==> config.mk <==
export PLATFORM = sky130hd
export DESIGN_NAME = disk_irq_timer
export DESIGN_NICKNAME = d
export VERILOG_FILES = /design/src/rtl/disk_irq_timer.sv
export SDC_FILE = /design/constraint.sdc
export NUM_CORES = 1
export LEC_CHECK = 0
export BUFFER_PORTS_ARGS = -buffer_cell sky130_fd_sc_hd__buf_2
export CAP_MARGIN = 20
export CORE_MARGIN = 10
export CORE_UTILIZATION = 44
export CTS_BUF_LIST = sky130_fd_sc_hd__clkbuf_4 sky130_fd_sc_hd__clkbuf_8
export DETAILED_ROUTE_END_ITERATION = 12
export HOLD_SLACK_MARGIN = 0.12
export PLACE_DENSITY = 0.67
export SETUP_SLACK_MARGIN = 0.05
export SYNTH_ARGS = -nofsm -noshare
export SYNTH_HDL_FRONTEND = slang
export SYNTH_SLANG_ARGS = --single-unit
==> constraint.sdc <==
create_clock -name clk -period 2.56 [get_ports clk]
set_input_delay 0.256 -clock clk [delete_from_list [all_inputs] [get_ports clk]]
set_output_delay 0.256 -clock clk [all_outputs]
set_load 0.05 [all_outputs]
==> src/rtl/disk_irq_timer.sv <==
module disk_irq_timer #(
  parameter int CNT_W  = 16,
  parameter int DATA_W = 8
) (
  input  logic              clk,
  input  logic              rst_n,
  input  logic              wr_en,
  input  logic [1:0]        wr_sel,
  input  logic [DATA_W-1:0] wr_data,
  input  logic              stat_rd,
  output logic              irq,
  output logic [DATA_W-1:0] status_byte,
  output logic [CNT_W-1:0]  count
);

  localparam int HI_W = CNT_W - DATA_W;

  logic [DATA_W-1:0] lo_q;
  logic [HI_W-1:0]   hi_q;
  logic [CNT_W-1:0]  cnt_q;
  logic              armed_q;
  logic              flag_q;

  wire ctrl_wr = wr_en && (wr_sel == 2'd2);
  wire arm     = ctrl_wr && wr_data[1];
  wire disarm  = ctrl_wr && !wr_data[1];
  wire ticking = armed_q && (cnt_q != '0) && !ctrl_wr;
  wire hit     = ticking && (cnt_q == CNT_W'(1));

  always_ff @(posedge clk) begin
    if (!rst_n) begin
      lo_q <= '0;
      hi_q <= '0;
    end else if (wr_en && wr_sel == 2'd0) begin
      lo_q <= wr_data;
    end else if (wr_en && wr_sel == 2'd1) begin
      hi_q <= wr_data[HI_W-1:0];
    end
  end

  always_ff @(posedge clk) begin
    if (!rst_n) begin
      cnt_q   <= '0;
      armed_q <= 1'b0;
    end else if (arm) begin
      cnt_q   <= {hi_q, lo_q};
      armed_q <= 1'b1;
    end else if (disarm) begin
      armed_q <= 1'b0;
    end else if (ticking) begin
      cnt_q <= cnt_q - 1'b1;
    end
  end

  always_ff @(posedge clk) begin
    if (!rst_n)      flag_q <= 1'b0;
    else if (disarm) flag_q <= 1'b0;
    else if (hit)    flag_q <= 1'b1;
    else if (stat_rd) flag_q <= 1'b0;
  end

  assign irq         = flag_q;
  assign status_byte = {{(DATA_W-1){1'b0}}, flag_q};
  assign count       = cnt_q;

  AST_LOAD: assert property (@(posedge clk) disable iff (!rst_n)
    wr_en && wr_sel == 2'd2 && wr_data[1] |=> count == {$past(hi_q), $past(lo_q)});
  AST_DECREMENT: assert property (@(posedge clk) disable iff (!rst_n)
    armed_q && count != '0 && !(wr_en && wr_sel == 2'd2) |=> count == $past(count) - 1'b1);
  AST_ZERO_HIT: assert property (@(posedge clk) disable iff (!rst_n)
    armed_q && count == CNT_W'(1) && !(wr_en && wr_sel == 2'd2) |=> irq && status_byte[0]);
  AST_STUCK_ZERO: assert property (@(posedge clk) disable iff (!rst_n)
    count == '0 && !(wr_en && wr_sel == 2'd2) |=> count == '0);
  AST_ACK: assert property (@(posedge clk) disable iff (!rst_n)
    stat_rd && !(armed_q && count == CNT_W'(1)) |=> !irq);
  AST_RACE_KEEP: assert property (@(posedge clk) disable iff (!rst_n)
    stat_rd && armed_q && count == CNT_W'(1) && !(wr_en && wr_sel == 2'd2) |=> irq);
  AST_DISARM: assert property (@(posedge clk) disable iff (!rst_n)
    wr_en && wr_sel == 2'd2 && !wr_data[1] |=> !irq && $stable(count));
  AST_STATUS_UPPER: assert property (@(posedge clk) disable iff (!rst_n)
    status_byte[DATA_W-1:1] == '0);

endmodule

---- Word-level counts from Yosys, hierarchy flattened ----
Cells that the tools add are included.
cells by class
  muxes and demuxes ....................... 7
  bitwise logic cells ..................... 2
  add/subtract/negate cells ............... 1
  equality and inequality tests ........... 4
  reduce and logical (&&, ||, !) cells .... 18
operators with widths
  operator                                                                 count
  16-bit 2-to-1 mux                                                        3
  16-bit by 1-bit equality test with 1-bit output (second input constant)  1
  16-bit nonzero test                                                      1
  16-bit by 1-bit subtractor with 16-bit output (second input constant)    1
  1-bit logical AND                                                        8
  2-bit nonzero test                                                       3
  1-bit 2-to-1 mux                                                         4
  2-bit AND reduction                                                      2
  2-bit by 1-bit equality test with 1-bit output (second input constant)   1
  2-bit equality test (second input constant)                              1
  1-bit zero test                                                          2
  2-bit zero test                                                          1
  2-bit != test (second input constant)                                    1
  1-bit NOT                                                                2
  2-bit OR reduction                                                       1
storage, ports and cells
  flip-flop bits (word level) ............. 34
  output and inout port bits .............. 25
  word-level logic and storage cells ...... 37
  input bits .............................. 14

---- Depth between registers and ports, before layout ----
Gate-level depths: netlist of run 1.
  word-level depth ........................ 7
  gate-level depth with buffers ........... 7
  depth with buffers taken out ............ 6

---- Worst setup path after synthesis of run 1 ----
Ideal clock, no wire load.
  kind .................................... reg-to-reg
  start point ............................. reg cnt_q[0] (netlist: count[0])
  end point ............................... reg flag_q (netlist: irq)
  buffers on the path ..................... 0
  data arrival time ....................... 2.302 ns
  cell stages (with the launch flop) ...... 6
  setup slack ............................. 0.188 ns
  library setup time ...................... 0.070 ns
  period minus slack after synthesis ...... 2.372 ns
  required time ........................... 2.490 ns
  cells stage by stage .................... dfxtp_1 -> inv_1 -> ha_1 -> or4b_2 -> or4_2 -> a21oi_1
on the way
  word-level cells in the longest chain between the ends .. 5
  elaborated cells between the ends (all ways) .. 7
  those cells by class .................... eq/ne (1); mux (1); reduce/logical (5)
ends and longest elaborated chain
  element                                                 RTL line  RTL
  from (decl)                                             20        logic [CNT_W-1:0] cnt_q;
  from (signal assigned)                                  46        cnt_q <= {hi_q, lo_q};
  from (signal assigned)                                  51        cnt_q <= cnt_q - 1'b1;
  16-bit nonzero test                                     27        wire ticking = armed_q && (cnt_q != '0) && !ctrl_wr;
  1-bit logical AND (2 in series)                         27
  1-bit logical AND *                                     28        wire hit = ticking && (cnt_q == CNT_W'(1));
  1-bit 2-to-1 mux or 2-bit nonzero test (tied branches)  n/a
  to (signal assigned)                                    57        else if (disarm) flag_q <= 1'b0;
  to (signal assigned)                                    58        else if (hit) flag_q <= 1'b1;
  to (signal assigned)                                    59        else if (stat_rd) flag_q <= 1'b0;
  to (decl)                                               22        logic flag_q;
Every way passes the cells marked *; elsewhere a longest branch is shown, timed or not.
A chain may end at the register's enable or synchronous reset.

---- Worst setup path in the final report of run 1 ----
  start point ............................. reg cnt_q[0] (netlist: count[0])
  end point ............................... reg cnt_q[6] (netlist: count[6])
on the way
  word-level cells in the longest chain between the ends .. 5
  elaborated cells between the ends (all ways) .. 9
  those cells by class .................... add/sub (1); mux (3); reduce/logical (5)
ends and longest elaborated chain
  element
  branches (longest 5 deep; another with 16-bit by 1-bit subtractor with 16-bit output)
Several ways; the timed one is not identified. The select of a mux whose other input is x is not followed.

==> flow_results.xml, run 1 <==
<?xml version="1.0" encoding="UTF-8"?>
<metrics>
  <group name="routing">
    <metric name="ant_nets" unit="">0</metric>
    <metric name="detailedRoute.firstIterationViolations" unit="">271</metric>
    <metric name="vias_per_cell" unit="">6.17</metric>
    <metric name="drt_first_pass_iters" unit="">5</metric>
    <metric name="drt-wirelength-per-cell" unit="um">17.9</metric>
    <metric name="detail_route.wirelength" unit="um">5090</metric>
    <metric name="drcViolationCount" unit="">0</metric>
    <metric name="total_via_count_in_the_routed_design" unit="">1753</metric>
  </group>
  <group name="clock_tree">
    <metric name="clk_pin_slew_worst_paths" unit="ns">0.08</metric>
    <metric name="cts_tree" unit="">yes</metric>
    <metric name="clock-sinks" unit="">34</metric>
    <metric name="clk-insertion-delay-late" unit="ns">0.29</metric>
    <metric name="cts.repair.resized" unit="">0</metric>
    <metric name="clockRootBuffer" unit="">sky130_fd_sc_hd__clkbuf_8</metric>
    <metric name="post_cts_repair_setup_buffers" unit="">0</metric>
    <metric name="clockBufferDepth" unit="">2</metric>
    <metric name="postCtsHoldBufs" unit="">0</metric>
    <metric name="maximum_level_of_the_cts_h_tree" unit="">2</metric>
    <metric name="cts-buffers-inserted" unit="">5</metric>
  </group>
  <group name="status">
    <metric name="status" unit="">completed</metric>
  </group>
  <group name="timing">
    <metric name="fin_setup_tns" unit="ns">0</metric>
    <metric name="worst_pin_slew" unit="ns">0.555</metric>
    <metric name="fmax" unit="MHz">439</metric>
    <metric name="final-max-slew-violation-count" unit="">0</metric>
    <metric name="setup_viol" unit="">0</metric>
    <metric name="grt_setup_unrepaired" unit="">no</metric>
    <metric name="min_period_over_period" unit="%">88.9</metric>
    <metric name="slew_headroom" unit="%">62.8</metric>
    <metric name="finalWorstPathRequiredPeriod" unit="ns">2.28</metric>
    <metric name="count_of_final_hold_check_violations" unit="">0</metric>
    <metric name="skew" unit="ns">0.00678</metric>
  </group>
  <group name="critical_path">
    <metric name="slowest_stage_cell_crit_path" unit="">sky130_fd_sc_hd__or3b_2</metric>
    <metric name="crit_end_element" unit="">flip-flop</metric>
    <metric name="critical_path_peak_fanout" unit="">7</metric>
    <metric name="ff2ff_setup_slack" unit="ns">0.28</metric>
    <metric name="crit_reg_reg_startpoint" unit="">count[0]$_SDFFE_PN0P_</metric>
    <metric name="maximum_cell_stage_delay_along_the_critical_path" unit="ns">0.53</metric>
    <metric name="crit-reg2reg-capture" unit="">count[6]$_SDFFE_PN0P_</metric>
    <metric name="arrival" unit="ns">2.50</metric>
    <metric name="path_class" unit="">reg -&gt; reg</metric>
    <metric name="crit_path_cell_trace" unit="">inv_1, ha_1, or3b_2, or3_2, or4_1, a31oi_1</metric>
    <metric name="critical_path.startpoint_type" unit="">flip-flop</metric>
    <metric name="worstPathRequired" unit="ns">2.79</metric>
    <metric name="rr_worst_depth" unit="">6</metric>
  </group>
  <group name="floorplanning">
    <metric name="dieArea" unit="mm^2">0.00704</metric>
    <metric name="core_region_area" unit="mm^2">0.00397</metric>
    <metric name="core.rowCount" unit="">23</metric>
    <metric name="dieWidth" unit="um">83.9</metric>
    <metric name="io_pins" unit="">39</metric>
    <metric name="die_height" unit="um">83.9</metric>
    <metric name="start_util" unit="%">45.2</metric>
  </group>
  <group name="synth">
    <metric name="portion_of_the_post_synthesis_area_used_by_sequential_elements" unit="%">37.9</metric>
    <metric name="syn_warnings" unit="">0</metric>
    <metric name="synth.avg_cell_area" unit="um^2">8.93</metric>
    <metric name="postSynthRegisterBits" unit="">34</metric>
    <metric name="post_synth_instance_area" unit="mm^2">0.00180</metric>
    <metric name="yosysUniqueCellTypes" unit="">49</metric>
    <metric name="synthCells" unit="">201</metric>
  </group>
  <group name="final_layout">
    <metric name="antenna_cells" unit="">0</metric>
    <metric name="area_delta_synth_final" unit="%">15.9</metric>
    <metric name="layout.cells.non_filler" unit="">284</metric>
    <metric name="most_common_library_cell_in_the_layout_ignoring_fill_and_taps" unit="">sky130_fd_sc_hd__dfxtp_1</metric>
    <metric name="mostFrequentLayoutCells" unit="">sky130_fd_sc_hd__dfxtp_1 (34), sky130_fd_sc_hd__buf_2 (31), sky130_fd_sc_hd__nor2_1 (22)</metric>
    <metric name="fillCellCount" unit="">406</metric>
    <metric name="final_net_count" unit="">249</metric>
    <metric name="share_of_layout_cells_above_drive_strength_1" unit="%">23.5</metric>
  </group>
  <group name="grt">
    <metric name="antenna_found_initial" unit="">0</metric>
    <metric name="maximum_number_of_pins_on_one_net_before_global_route_repair" unit="">18</metric>
    <metric name="grt_first_pass_wirelength" unit="um">8270</metric>
    <metric name="globalRouteOverflowTotal" unit="">0</metric>
    <metric name="gr-usage-all-layers" unit="%">14.0</metric>
    <metric name="grt_pass1_vias" unit="">1675</metric>
  </group>
  <group name="worst_hold_path">
    <metric name="worstHoldStart" unit="">wr_data[2]</metric>
    <metric name="worst_hold_path.num_cells" unit="">3</metric>
    <metric name="hp-class" unit="">in -&gt; reg</metric>
    <metric name="worst_hold_path.endpoint" unit="">lo_q[2]$_SDFFE_PN0P_</metric>
  </group>
  <group name="placement">
    <metric name="place_congestion" unit="">0.840</metric>
    <metric name="dp_cells" unit="">276</metric>
    <metric name="detailedPlacementHpwl" unit="um">3630</metric>
    <metric name="port_buffers" unit="">31</metric>
  </group>
  <group name="power_and_ir_drop">
    <metric name="power_per_cell_area" unit="mW/mm^2">669</metric>
    <metric name="peakVddDrop" unit="mV">0.503</metric>
    <metric name="total_leakage_power" unit="nW">0.882</metric>
  </group>
  <group name="job">
    <metric name="cap_viol_max_count" unit="">0</metric>
  </group>
</metrics>
==> cell families (layout without fill, tap and decap cells) <==
family	count (synthesis)	count (layout)	synth area share, %
AOI/OAI and AO/OA	45	45	17.3
xor gates and xnor gates	1	1	0.488
adders and majority gates	2	2	1.39
buffers and inverters	24	51	8.01
DFF	34	34	37.9
muxes	16	16	8.92
other	1	7	0.209
and+or+nand+nor	78	78	25.8
==> layer usage <==
metal	global-route usage, %	wire length (um)	vias to the layer above
li1	-	-	828
met1	17.6	2210	800
met2	21.6	2230	115
met3	5.57	581	10
met4	3.96	70	0
met5	0	0	-
==> cell usage after synthesis, drive strengths merged <==
library cell	number	area [um^2]
and4b	1	10.0
a21oi	5	25.0
dlygate4sd1	1	8.76
o31a	1	8.76
dfxtp	34	681
nor4	6	37.5
conb	1	3.75
a32oi	2	17.5
a31oi	7	43.8
a22oi	1	7.51
xor2	1	8.76
a211oi	2	15.0
nor2	22	82.6
nand3b	2	15.0
o311a	1	10.0
nand4	5	31.3
buf	11	73.8
o21ai	10	50.1
clkbuf	7	36.3
ha	2	25.0
o311ai	2	17.5
or3	3	21.3
or4b	1	10.0
nor3	5	25.0
a41o	1	10.0
or4	11	92.6
a311oi	3	26.3
nand2b	1	6.26
o41ai	1	8.76
nor3b	2	15.0
nand4b	2	17.5
clkdlybuf4s15	1	10.0
a221oi	1	8.76
a41oi	1	8.76
o211ai	3	22.5
and4	3	26.3
and2	3	18.8
mux2i	16	160
o31ai	4	30.0
or3b	1	8.76
nand3	6	30.0
inv	4	15.0
nand2	4	15.0
==> power by group <==
part	internal (mW)	switching [mW]	total, mW
combinational	0.103	0.208	0.311
sequential	0.548	0.0221	0.570
clock	0.290	0.222	0.512
==> final cells by class <==
class                      instances  area, um^2  share of cell area (%)
sequential                        34         681                    32.7
timing repair buffer              39         215                    10.3
inverter                           4        15.0                   0.722
clock inverter                     3        45.0                    2.16
multi-input combinational        149         993                    47.7
clock buffer                       5        68.8                    3.31
tap                               50        62.6                    3.01
==> worst max-delay path: cells and delay by family (launching register included) <==
family / cells / cell delay [ns]
compound gates: 1 / 0.16
fa+ha+maj: 1 / 0.22
buf+inv: 1 / 0.09
flops: 1 / 0.37
simple gates: 3 / 1.38
==> flip-flops by register name, summed over array words and instances, names as in the netlist <==
signal,flops
count,16
lo_q,8
armed_q,1
hi_q,8
irq,1
==> stage by stage <==
stage | hold WS [ns] | area, um^2 | total power [mW] | util (%) | worst slack (ns)
detailed placement | 0.481 | 1970 | 0.885 | 49.5 | 0.307
CTS | 0.214 | 2080 | 1.39 | 52.4 | 0.284
global route | 0.216 | 2080 | 1.44 | 52.4 | 0.194
global placement | 0.467 | 1970 | 0.883 | 49.5 | 0.383
finish | 0.213 | 2080 | 1.39 | 52.4 | 0.283
floorplan | 0.400 | 1820 | 0.803 | - | 0.188
==> worst max-delay path by stage <==
stage | start | slack [ns] | depth (start not counted) | end
after detailed placement | count[0]$_SDFFE_PN0P_ | 0.31 | 6 | count[6]$_SDFFE_PN0P_
after CTS | count[0]$_SDFFE_PN0P_ | 0.28 | 6 | count[6]$_SDFFE_PN0P_
after global routing | count[0]$_SDFFE_PN0P_ | 0.19 | 6 | count[6]$_SDFFE_PN0P_
final | count[0]$_SDFFE_PN0P_ | 0.28 | 6 | count[6]$_SDFFE_PN0P_
after global placement | count[0]$_SDFFE_PN0P_ | 0.38 | 6 | count[10]$_SDFFE_PN0P_
after floorplan | count[0]$_SDFFE_PN0P_ | 0.19 | 5 | irq$_SDFFE_PP0P_
Note: power is estimated with default switching activity, not from simulation.
==> inputs of run 2 (changes only) <==
Settings changed: PLACE_DENSITY 0.67 to 0.73.
==> flow_results.xml, run 2 (same netlist as run 1, synthesis figures left out) <==
<?xml version="1.0" encoding="UTF-8"?>
<metrics>
  <group name="floorplanning">
    <metric name="start_util" unit="%">45.2</metric>
    <metric name="core.rowCount" unit="">23</metric>
    <metric name="core_region_area" unit="mm^2">0.00397</metric>
    <metric name="die_height" unit="um">83.9</metric>
    <metric name="io_pins" unit="">39</metric>
    <metric name="dieArea" unit="mm^2">0.00704</metric>
    <metric name="dieWidth" unit="um">83.9</metric>
  </group>
  <group name="grt">
    <metric name="globalRouteOverflowTotal" unit="">0</metric>
    <metric name="gr-usage-all-layers" unit="%">13.3</metric>
    <metric name="grt_pass1_vias" unit="">1576</metric>
    <metric name="maximum_number_of_pins_on_one_net_before_global_route_repair" unit="">18</metric>
    <metric name="antenna_found_initial" unit="">0</metric>
    <metric name="grt_first_pass_wirelength" unit="um">7910</metric>
  </group>
  <group name="timing">
    <metric name="setup_viol" unit="">0</metric>
    <metric name="worst_pin_slew" unit="ns">0.755</metric>
    <metric name="grt_setup_unrepaired" unit="">no</metric>
    <metric name="finalWorstPathRequiredPeriod" unit="ns">2.26</metric>
    <metric name="skew" unit="ns">0.00762</metric>
    <metric name="final-max-slew-violation-count" unit="">0</metric>
    <metric name="fmax" unit="MHz">442</metric>
    <metric name="count_of_final_hold_check_violations" unit="">0</metric>
    <metric name="min_period_over_period" unit="%">88.3</metric>
    <metric name="slew_headroom" unit="%">49.2</metric>
    <metric name="fin_setup_tns" unit="ns">0</metric>
  </group>
  <group name="critical_path">
    <metric name="crit_path_cell_trace" unit="">inv_1, ha_1, or3b_2, or4_4, or4_1, a31oi_1</metric>
    <metric name="worstPathRequired" unit="ns">2.77</metric>
    <metric name="slowest_stage_cell_crit_path" unit="">sky130_fd_sc_hd__or3b_2</metric>
    <metric name="maximum_cell_stage_delay_along_the_critical_path" unit="ns">0.50</metric>
    <metric name="critical_path_peak_fanout" unit="">7</metric>
    <metric name="critical_path.startpoint_type" unit="">flip-flop</metric>
    <metric name="timing.critical_path.max_delay_family" unit="">simple AND/OR/NAND/NOR gates</metric>
    <metric name="path_class" unit="">reg -&gt; reg</metric>
    <metric name="critical_path.startpoint" unit="">count[0]$_SDFFE_PN0P_</metric>
    <metric name="crit_end_element" unit="">flip-flop</metric>
    <metric name="cp_num_buf_inv" unit="">1</metric>
    <metric name="crit_reg_reg_startpoint" unit="">count[0]$_SDFFE_PN0P_</metric>
    <metric name="arrival" unit="ns">2.47</metric>
  </group>
  <group name="placement">
    <metric name="detailedPlacementHpwl" unit="um">3530</metric>
    <metric name="place_congestion" unit="">0.961</metric>
    <metric name="detailed_place.area" unit="mm^2">0.00195</metric>
    <metric name="port_buffers" unit="">31</metric>
  </group>
  <group name="routing">
    <metric name="drt_first_pass_iters" unit="">4</metric>
    <metric name="vias_per_cell" unit="">5.98</metric>
    <metric name="detail_route.wirelength" unit="um">4750</metric>
    <metric name="total_via_count_in_the_routed_design" unit="">1686</metric>
    <metric name="detailedRoute.firstIterationViolations" unit="">176</metric>
    <metric name="drcViolationCount" unit="">0</metric>
    <metric name="drt-wirelength-per-cell" unit="um">16.8</metric>
    <metric name="ant_nets" unit="">0</metric>
  </group>
  <group name="clock_tree">
    <metric name="cts-buffers-inserted" unit="">5</metric>
    <metric name="clock-sinks" unit="">34</metric>
    <metric name="postCtsHoldBufs" unit="">0</metric>
    <metric name="maximum_level_of_the_cts_h_tree" unit="">2</metric>
    <metric name="cts.repair.resized" unit="">0</metric>
    <metric name="cts_tree" unit="">yes</metric>
    <metric name="post_cts_repair_setup_buffers" unit="">0</metric>
    <metric name="clk_pin_slew_worst_paths" unit="ns">0.07</metric>
    <metric name="clk-insertion-delay-late" unit="ns">0.29</metric>
    <metric name="clockRootBuffer" unit="">sky130_fd_sc_hd__clkbuf_8</metric>
    <metric name="clockBufferDepth" unit="">2</metric>
  </group>
  <group name="worst_hold_path">
    <metric name="worstHoldStart" unit="">wr_data[4]</metric>
    <metric name="hp-class" unit="">in -&gt; reg</metric>
  </group>
  <group name="final_layout">
    <metric name="largest_register_ffs" unit="">16</metric>
    <metric name="area_delta_synth_final" unit="%">16.7</metric>
    <metric name="mostFrequentLayoutCells" unit="">sky130_fd_sc_hd__dfxtp_1 (34), sky130_fd_sc_hd__buf_2 (31), sky130_fd_sc_hd__nor2_1 (22)</metric>
    <metric name="fillCellCount" unit="">392</metric>
    <metric name="post-route-cell-area" unit="mm^2">0.00209</metric>
    <metric name="most_common_library_cell_in_the_layout_ignoring_fill_and_taps" unit="">sky130_fd_sc_hd__dfxtp_1</metric>
    <metric name="antenna_cells" unit="">0</metric>
    <metric name="final_net_count" unit="">247</metric>
    <metric name="share_of_layout_cells_above_drive_strength_1" unit="%">22.8</metric>
  </group>
  <group name="power_and_ir_drop">
    <metric name="peakVddDrop" unit="mV">0.402</metric>
    <metric name="power_per_cell_area" unit="mW/mm^2">710</metric>
    <metric name="total_leakage_power" unit="nW">0.895</metric>
    <metric name="power.total" unit="mW">1.49</metric>
  </group>
  <group name="status">
    <metric name="status" unit="">completed</metric>
  </group>
  <group name="job">
    <metric name="cap_viol_max_count" unit="">0</metric>
  </group>
</metrics>
run 2: cell types whose count changed in the layout (fill, tap and decap cells not counted), sizes merged:
cell | previous run | this run
buf | 39 | 37
clkinvlp | 2 | 0
bufinv | 1 | 2
clkbuf | 5 | 6
run 2: path summary, 6_finish.rpt:
kind / to / slack [ns] / cells past startpoint
max: count[10]$_SDFFE_PN0P_ / 0.30 / 6
min reg2reg: irq$_SDFFE_PP0P_ / 0.49 / 2
min: hi_q[4]$_SDFFE_PN0P_ / 0.21 / 3
max reg2reg: count[10]$_SDFFE_PN0P_ / 0.30 / 6
run 2: power breakdown:
part           internal, mW  total (mW)  leakage (nW)  switching (mW)
clock network         0.415       0.615        0.0714           0.200
registers             0.548       0.570         0.276          0.0220
logic                 0.100       0.302         0.548           0.202
total                  1.06        1.49         0.895           0.424
run 2: final cells by class:
class	instances	area (um^2)	share of cell area (%)
clock buffers	6	82.6	3.94
well taps	50	62.6	2.99
multi-input cells	149	993	47.4
flip-flops and latches	34	681	32.5
repair buffers	37	200	9.56
clock inverters	2	60.1	2.87
inverters	4	15.0	0.717
run 2: metal layers:
layer	part of all wire, %	up-vias	global-route usage (%)
met3	7.2	6	5.37
met4	0.84	0	3.20
met5	0	-	0
met1	46	795	16.9
li1	-	819	-
met2	46	66	20.4
run 2: through the flow:
step | util (%) | hold WS (ns) | cells | setup slack, ns
3_5_place_dp | 49.1 | 0.480 | 274 | 0.338
2_1_floorplan | - | 0.400 | 207 | 0.188
4_1_cts | 52.7 | 0.211 | 282 | 0.316
5_1_grt | 52.7 | 0.224 | 282 | 0.161
3_3_place_gp | 49.1 | 0.471 | 274 | 0.406
6_report | 52.7 | 0.211 | 282 | 0.299
run 2: worst register-to-register path: stages, from the launching register on:
cell and delay [ns]:
sky130_fd_sc_hd__dfxtp_1 0.36, sky130_fd_sc_hd__inv_1 0.10, sky130_fd_sc_hd__ha_1 0.20, sky130_fd_sc_hd__or3b_2 0.50, sky130_fd_sc_hd__or4_4 0.43, sky130_fd_sc_hd__or4_1 0.40, sky130_fd_sc_hd__a31oi_1 0.18
==> inputs of run 3 (changes only) <==
Settings changed: ABC_AREA set to 1, PLACE_DENSITY 0.73 to 0.72, SKIP_LAST_GASP set to 1.
==> flow_results.xml, run 3 <==
<?xml version="1.0" encoding="UTF-8"?>
<metrics>
  <group name="routing">
    <metric name="drt-wirelength-per-cell" unit="um">12.2</metric>
    <metric name="detail_route.wirelength" unit="um">4770</metric>
    <metric name="ant_nets" unit="">0</metric>
    <metric name="detailedRoute.firstIterationViolations" unit="">156</metric>
    <metric name="drt_first_pass_iters" unit="">4</metric>
    <metric name="vias_per_cell" unit="">4.84</metric>
    <metric name="drcViolationCount" unit="">0</metric>
    <metric name="total_via_count_in_the_routed_design" unit="">1888</metric>
  </group>
  <group name="clock_tree">
    <metric name="clock-sinks" unit="">34</metric>
    <metric name="clockRootBuffer" unit="">sky130_fd_sc_hd__clkbuf_8</metric>
    <metric name="postCtsHoldBufs" unit="">0</metric>
    <metric name="clk_pin_slew_worst_paths" unit="ns">0.08</metric>
    <metric name="cts.repair.resized" unit="">0</metric>
    <metric name="cts-buffers-inserted" unit="">5</metric>
    <metric name="clockBufferDepth" unit="">2</metric>
    <metric name="cts_tree" unit="">yes</metric>
    <metric name="post_cts_repair_setup_buffers" unit="">0</metric>
    <metric name="maximum_level_of_the_cts_h_tree" unit="">2</metric>
    <metric name="clk-insertion-delay-late" unit="ns">0.28</metric>
  </group>
  <group name="floorplanning">
    <metric name="dieWidth" unit="um">86.8</metric>
    <metric name="core.rowCount" unit="">24</metric>
    <metric name="die_height" unit="um">86.8</metric>
    <metric name="io_pins" unit="">39</metric>
    <metric name="dieArea" unit="mm^2">0.00754</metric>
    <metric name="core_region_area" unit="mm^2">0.00432</metric>
    <metric name="start_util" unit="%">45.4</metric>
  </group>
  <group name="critical_path">
    <metric name="path_class" unit="">reg -&gt; reg</metric>
    <metric name="critical_path_peak_fanout" unit="">12</metric>
    <metric name="critical_path.startpoint_type" unit="">flip-flop</metric>
    <metric name="arrival" unit="ns">1.98</metric>
    <metric name="slowest_stage_cell_crit_path" unit="">sky130_fd_sc_hd__dfxtp_1</metric>
    <metric name="maximum_cell_stage_delay_along_the_critical_path" unit="ns">0.41</metric>
    <metric name="crit_path_cell_trace" unit="">inv_1, ha_1, nand2_2, nor2_4, nand2_4, nand2_8, nand2_4, clkinv_1, nor2_1, nor2_1</metric>
    <metric name="worstPathRequired" unit="ns">2.74</metric>
    <metric name="crit_end_element" unit="">flip-flop</metric>
  </group>
  <group name="final_layout">
    <metric name="final_net_count" unit="">353</metric>
    <metric name="largest_register_ffs" unit="">16</metric>
    <metric name="antenna_cells" unit="">0</metric>
    <metric name="final_util" unit="%">51.2</metric>
    <metric name="area_delta_synth_final" unit="%">12.8</metric>
    <metric name="mostFrequentLayoutCells" unit="">sky130_fd_sc_hd__nor2_1 (77), sky130_fd_sc_hd__nand2_1 (69), sky130_fd_sc_hd__dfxtp_1 (34)</metric>
    <metric name="share_of_layout_cells_above_drive_strength_1" unit="%">17.8</metric>
    <metric name="most_common_library_cell_in_the_layout_ignoring_fill_and_taps" unit="">sky130_fd_sc_hd__nor2_1</metric>
  </group>
  <group name="synth">
    <metric name="synth_top_area_share" unit="%">34.6</metric>
    <metric name="ys_top_cells_by_area" unit="">sky130_fd_sc_hd__dfxtp_1 (35%), sky130_fd_sc_hd__nor2_1 (15%), sky130_fd_sc_hd__nand2_1 (13%)</metric>
    <metric name="synth_enable_flop_cells" unit="">0</metric>
    <metric name="synth.avg_cell_area" unit="um^2">6.42</metric>
    <metric name="synthCells" unit="">306</metric>
    <metric name="netlist_top_cells_count" unit="">sky130_fd_sc_hd__nor2_1 (77), sky130_fd_sc_hd__nand2_1 (69), sky130_fd_sc_hd__dfxtp_1 (34), sky130_fd_sc_hd__inv_1 (29), sky130_fd_sc_hd__o21ai_0 (24)</metric>
    <metric name="post_synth_instance_area" unit="mm^2">0.00196</metric>
    <metric name="yosysTopAreaCell" unit="">sky130_fd_sc_hd__dfxtp_1</metric>
    <metric name="synth_flop_cell" unit="">sky130_fd_sc_hd__dfxtp_1</metric>
    <metric name="yosysUniqueCellTypes" unit="">28</metric>
    <metric name="most_used_standard_cell_by_instance_count_after_synthesis" unit="">sky130_fd_sc_hd__nor2_1</metric>
    <metric name="asyncSetResetFlopFracSynth" unit="%">0</metric>
    <metric name="syn_warnings" unit="">0</metric>
    <metric name="postSynthRegisterBits" unit="">34</metric>
    <metric name="portion_of_the_post_synthesis_area_used_by_sequential_elements" unit="%">34.6</metric>
  </group>
  <group name="timing">
    <metric name="grt_setup_unrepaired" unit="">no</metric>
    <metric name="slew_headroom" unit="%">64.7</metric>
    <metric name="skew" unit="ns">0.00879</metric>
    <metric name="min_period_over_period" unit="%">70.3</metric>
    <metric name="setup_viol" unit="">0</metric>
    <metric name="worst_pin_slew" unit="ns">0.526</metric>
    <metric name="finalWorstPathRequiredPeriod" unit="ns">1.80</metric>
    <metric name="fmax" unit="MHz">556</metric>
    <metric name="fin_setup_tns" unit="ns">0</metric>
    <metric name="final-max-slew-violation-count" unit="">0</metric>
    <metric name="count_of_final_hold_check_violations" unit="">0</metric>
    <metric name="whs" unit="ns">0.220</metric>
  </group>
  <group name="status">
    <metric name="status" unit="">completed</metric>
  </group>
  <group name="grt">
    <metric name="globalRouteOverflowTotal" unit="">0</metric>
    <metric name="grt_pass1_vias" unit="">1744</metric>
    <metric name="antenna_found_initial" unit="">0</metric>
    <metric name="gr-usage-all-layers" unit="%">12.8</metric>
    <metric name="grt_first_pass_wirelength" unit="um">8070</metric>
    <metric name="maximum_number_of_pins_on_one_net_before_global_route_repair" unit="">29</metric>
  </group>
  <group name="power_and_ir_drop">
    <metric name="power_per_cell_area" unit="mW/mm^2">700</metric>
    <metric name="peakVddDrop" unit="mV">0.369</metric>
    <metric name="total_leakage_power" unit="nW">1.15</metric>
  </group>
  <group name="worst_hold_path">
    <metric name="hp-class" unit="">in -&gt; reg</metric>
  </group>
  <group name="placement">
    <metric name="place_congestion" unit="">0.895</metric>
    <metric name="port_buffers" unit="">31</metric>
    <metric name="detailedPlacementHpwl" unit="um">3680</metric>
  </group>
  <group name="job">
    <metric name="cap_viol_max_count" unit="">0</metric>
  </group>
</metrics>
==> run 3: cell types whose count changed after synthesis, sizes merged, moves of 7 or more <==
cell | before | now
a31oi | 7 | 0
inv | 4 | 31
mux2i | 16 | 0
nand2 | 4 | 73
nand3 | 6 | 19
nor2 | 22 | 82
o21ai | 10 | 31
or4 | 11 | 0
==> run 3: metal layers <==
layer | GRT usage (%) | part of all wire, % | up-vias
li1 | - | - | 1001
met4 | 2.36 | 0.46 | 0
met5 | 0 | 0 | -
met2 | 20.1 | 43 | 52
met1 | 17.2 | 49 | 833
met3 | 3.47 | 6.9 | 2
==> run 3: power breakdown <==
part	total (mW)	leakage, nW	internal, mW	switching [mW]
Combinational	0.526	0.818	0.157	0.369
Clock	0.421	0.0517	0.228	0.193
Sequential	0.603	0.277	0.564	0.0389
Total	1.55	1.15	0.949	0.601
==> run 3: cell type report <==
cell class / instances / area [um^2]
Fill cell: 479 / 2110
Inverter: 32 / 120
Tap cell: 52 / 65.1
Clock inverter: 1 / 5.00
Sequential cell: 34 / 681
Multi-Input combinational cell: 232 / 1090
Timing Repair Buffer: 32 / 163
Clock buffer: 7 / 90.1
==> run 3: cell families (layout without fill, tap and decap cells) <==
kind of cell | count (synthesis) | count (layout) | synth area share (%)
fa+ha+maj | 2 | 2 | 1.27
xor+xnor | 2 | 2 | 0.892
flops | 34 | 34 | 34.6
other cells | 1 | 7 | 0.191
compound gates | 41 | 41 | 11.6
simple gates | 180 | 180 | 40.5
buf+inv | 46 | 72 | 10.9
==> run 3: critical path: cells and delay by family, from the launching register on <==
| kind | cells | cell delay, ns |
|---|---|---|
| simple gates | 7 | 0.76 |
| flops | 1 | 0.41 |
| buf+inv | 2 | 0.27 |
| fa+ha+maj | 1 | 0.24 |
==> run 3: worst paths after layout <==
path	to	cells after the start	start	slack [ns]
setup / recovery	count[6]$_SDFFE_PN0P_	10	count[0]$_SDFFE_PN0P_	0.76
hold / removal	irq$_SDFFE_PP0P_	4	stat_rd	0.22
setup reg to reg	count[6]$_SDFFE_PN0P_	10	count[0]$_SDFFE_PN0P_	0.76
hold reg to reg	irq$_SDFFE_PP0P_	2	irq$_SDFFE_PP0P_	0.48
==> run 3: through the flow <==
step                      instances  power [mW]  setup slack (ns)  cell area [um^2]
after global placement          382        1.14             0.790              2120
after floorplan                 312        1.04             0.700              1990
after global routing            390        1.65             0.594              2220
after detailed placement        382        1.14             0.725              2120
final                           390        1.55             0.761              2220
after CTS                       390        1.56             0.772              2220
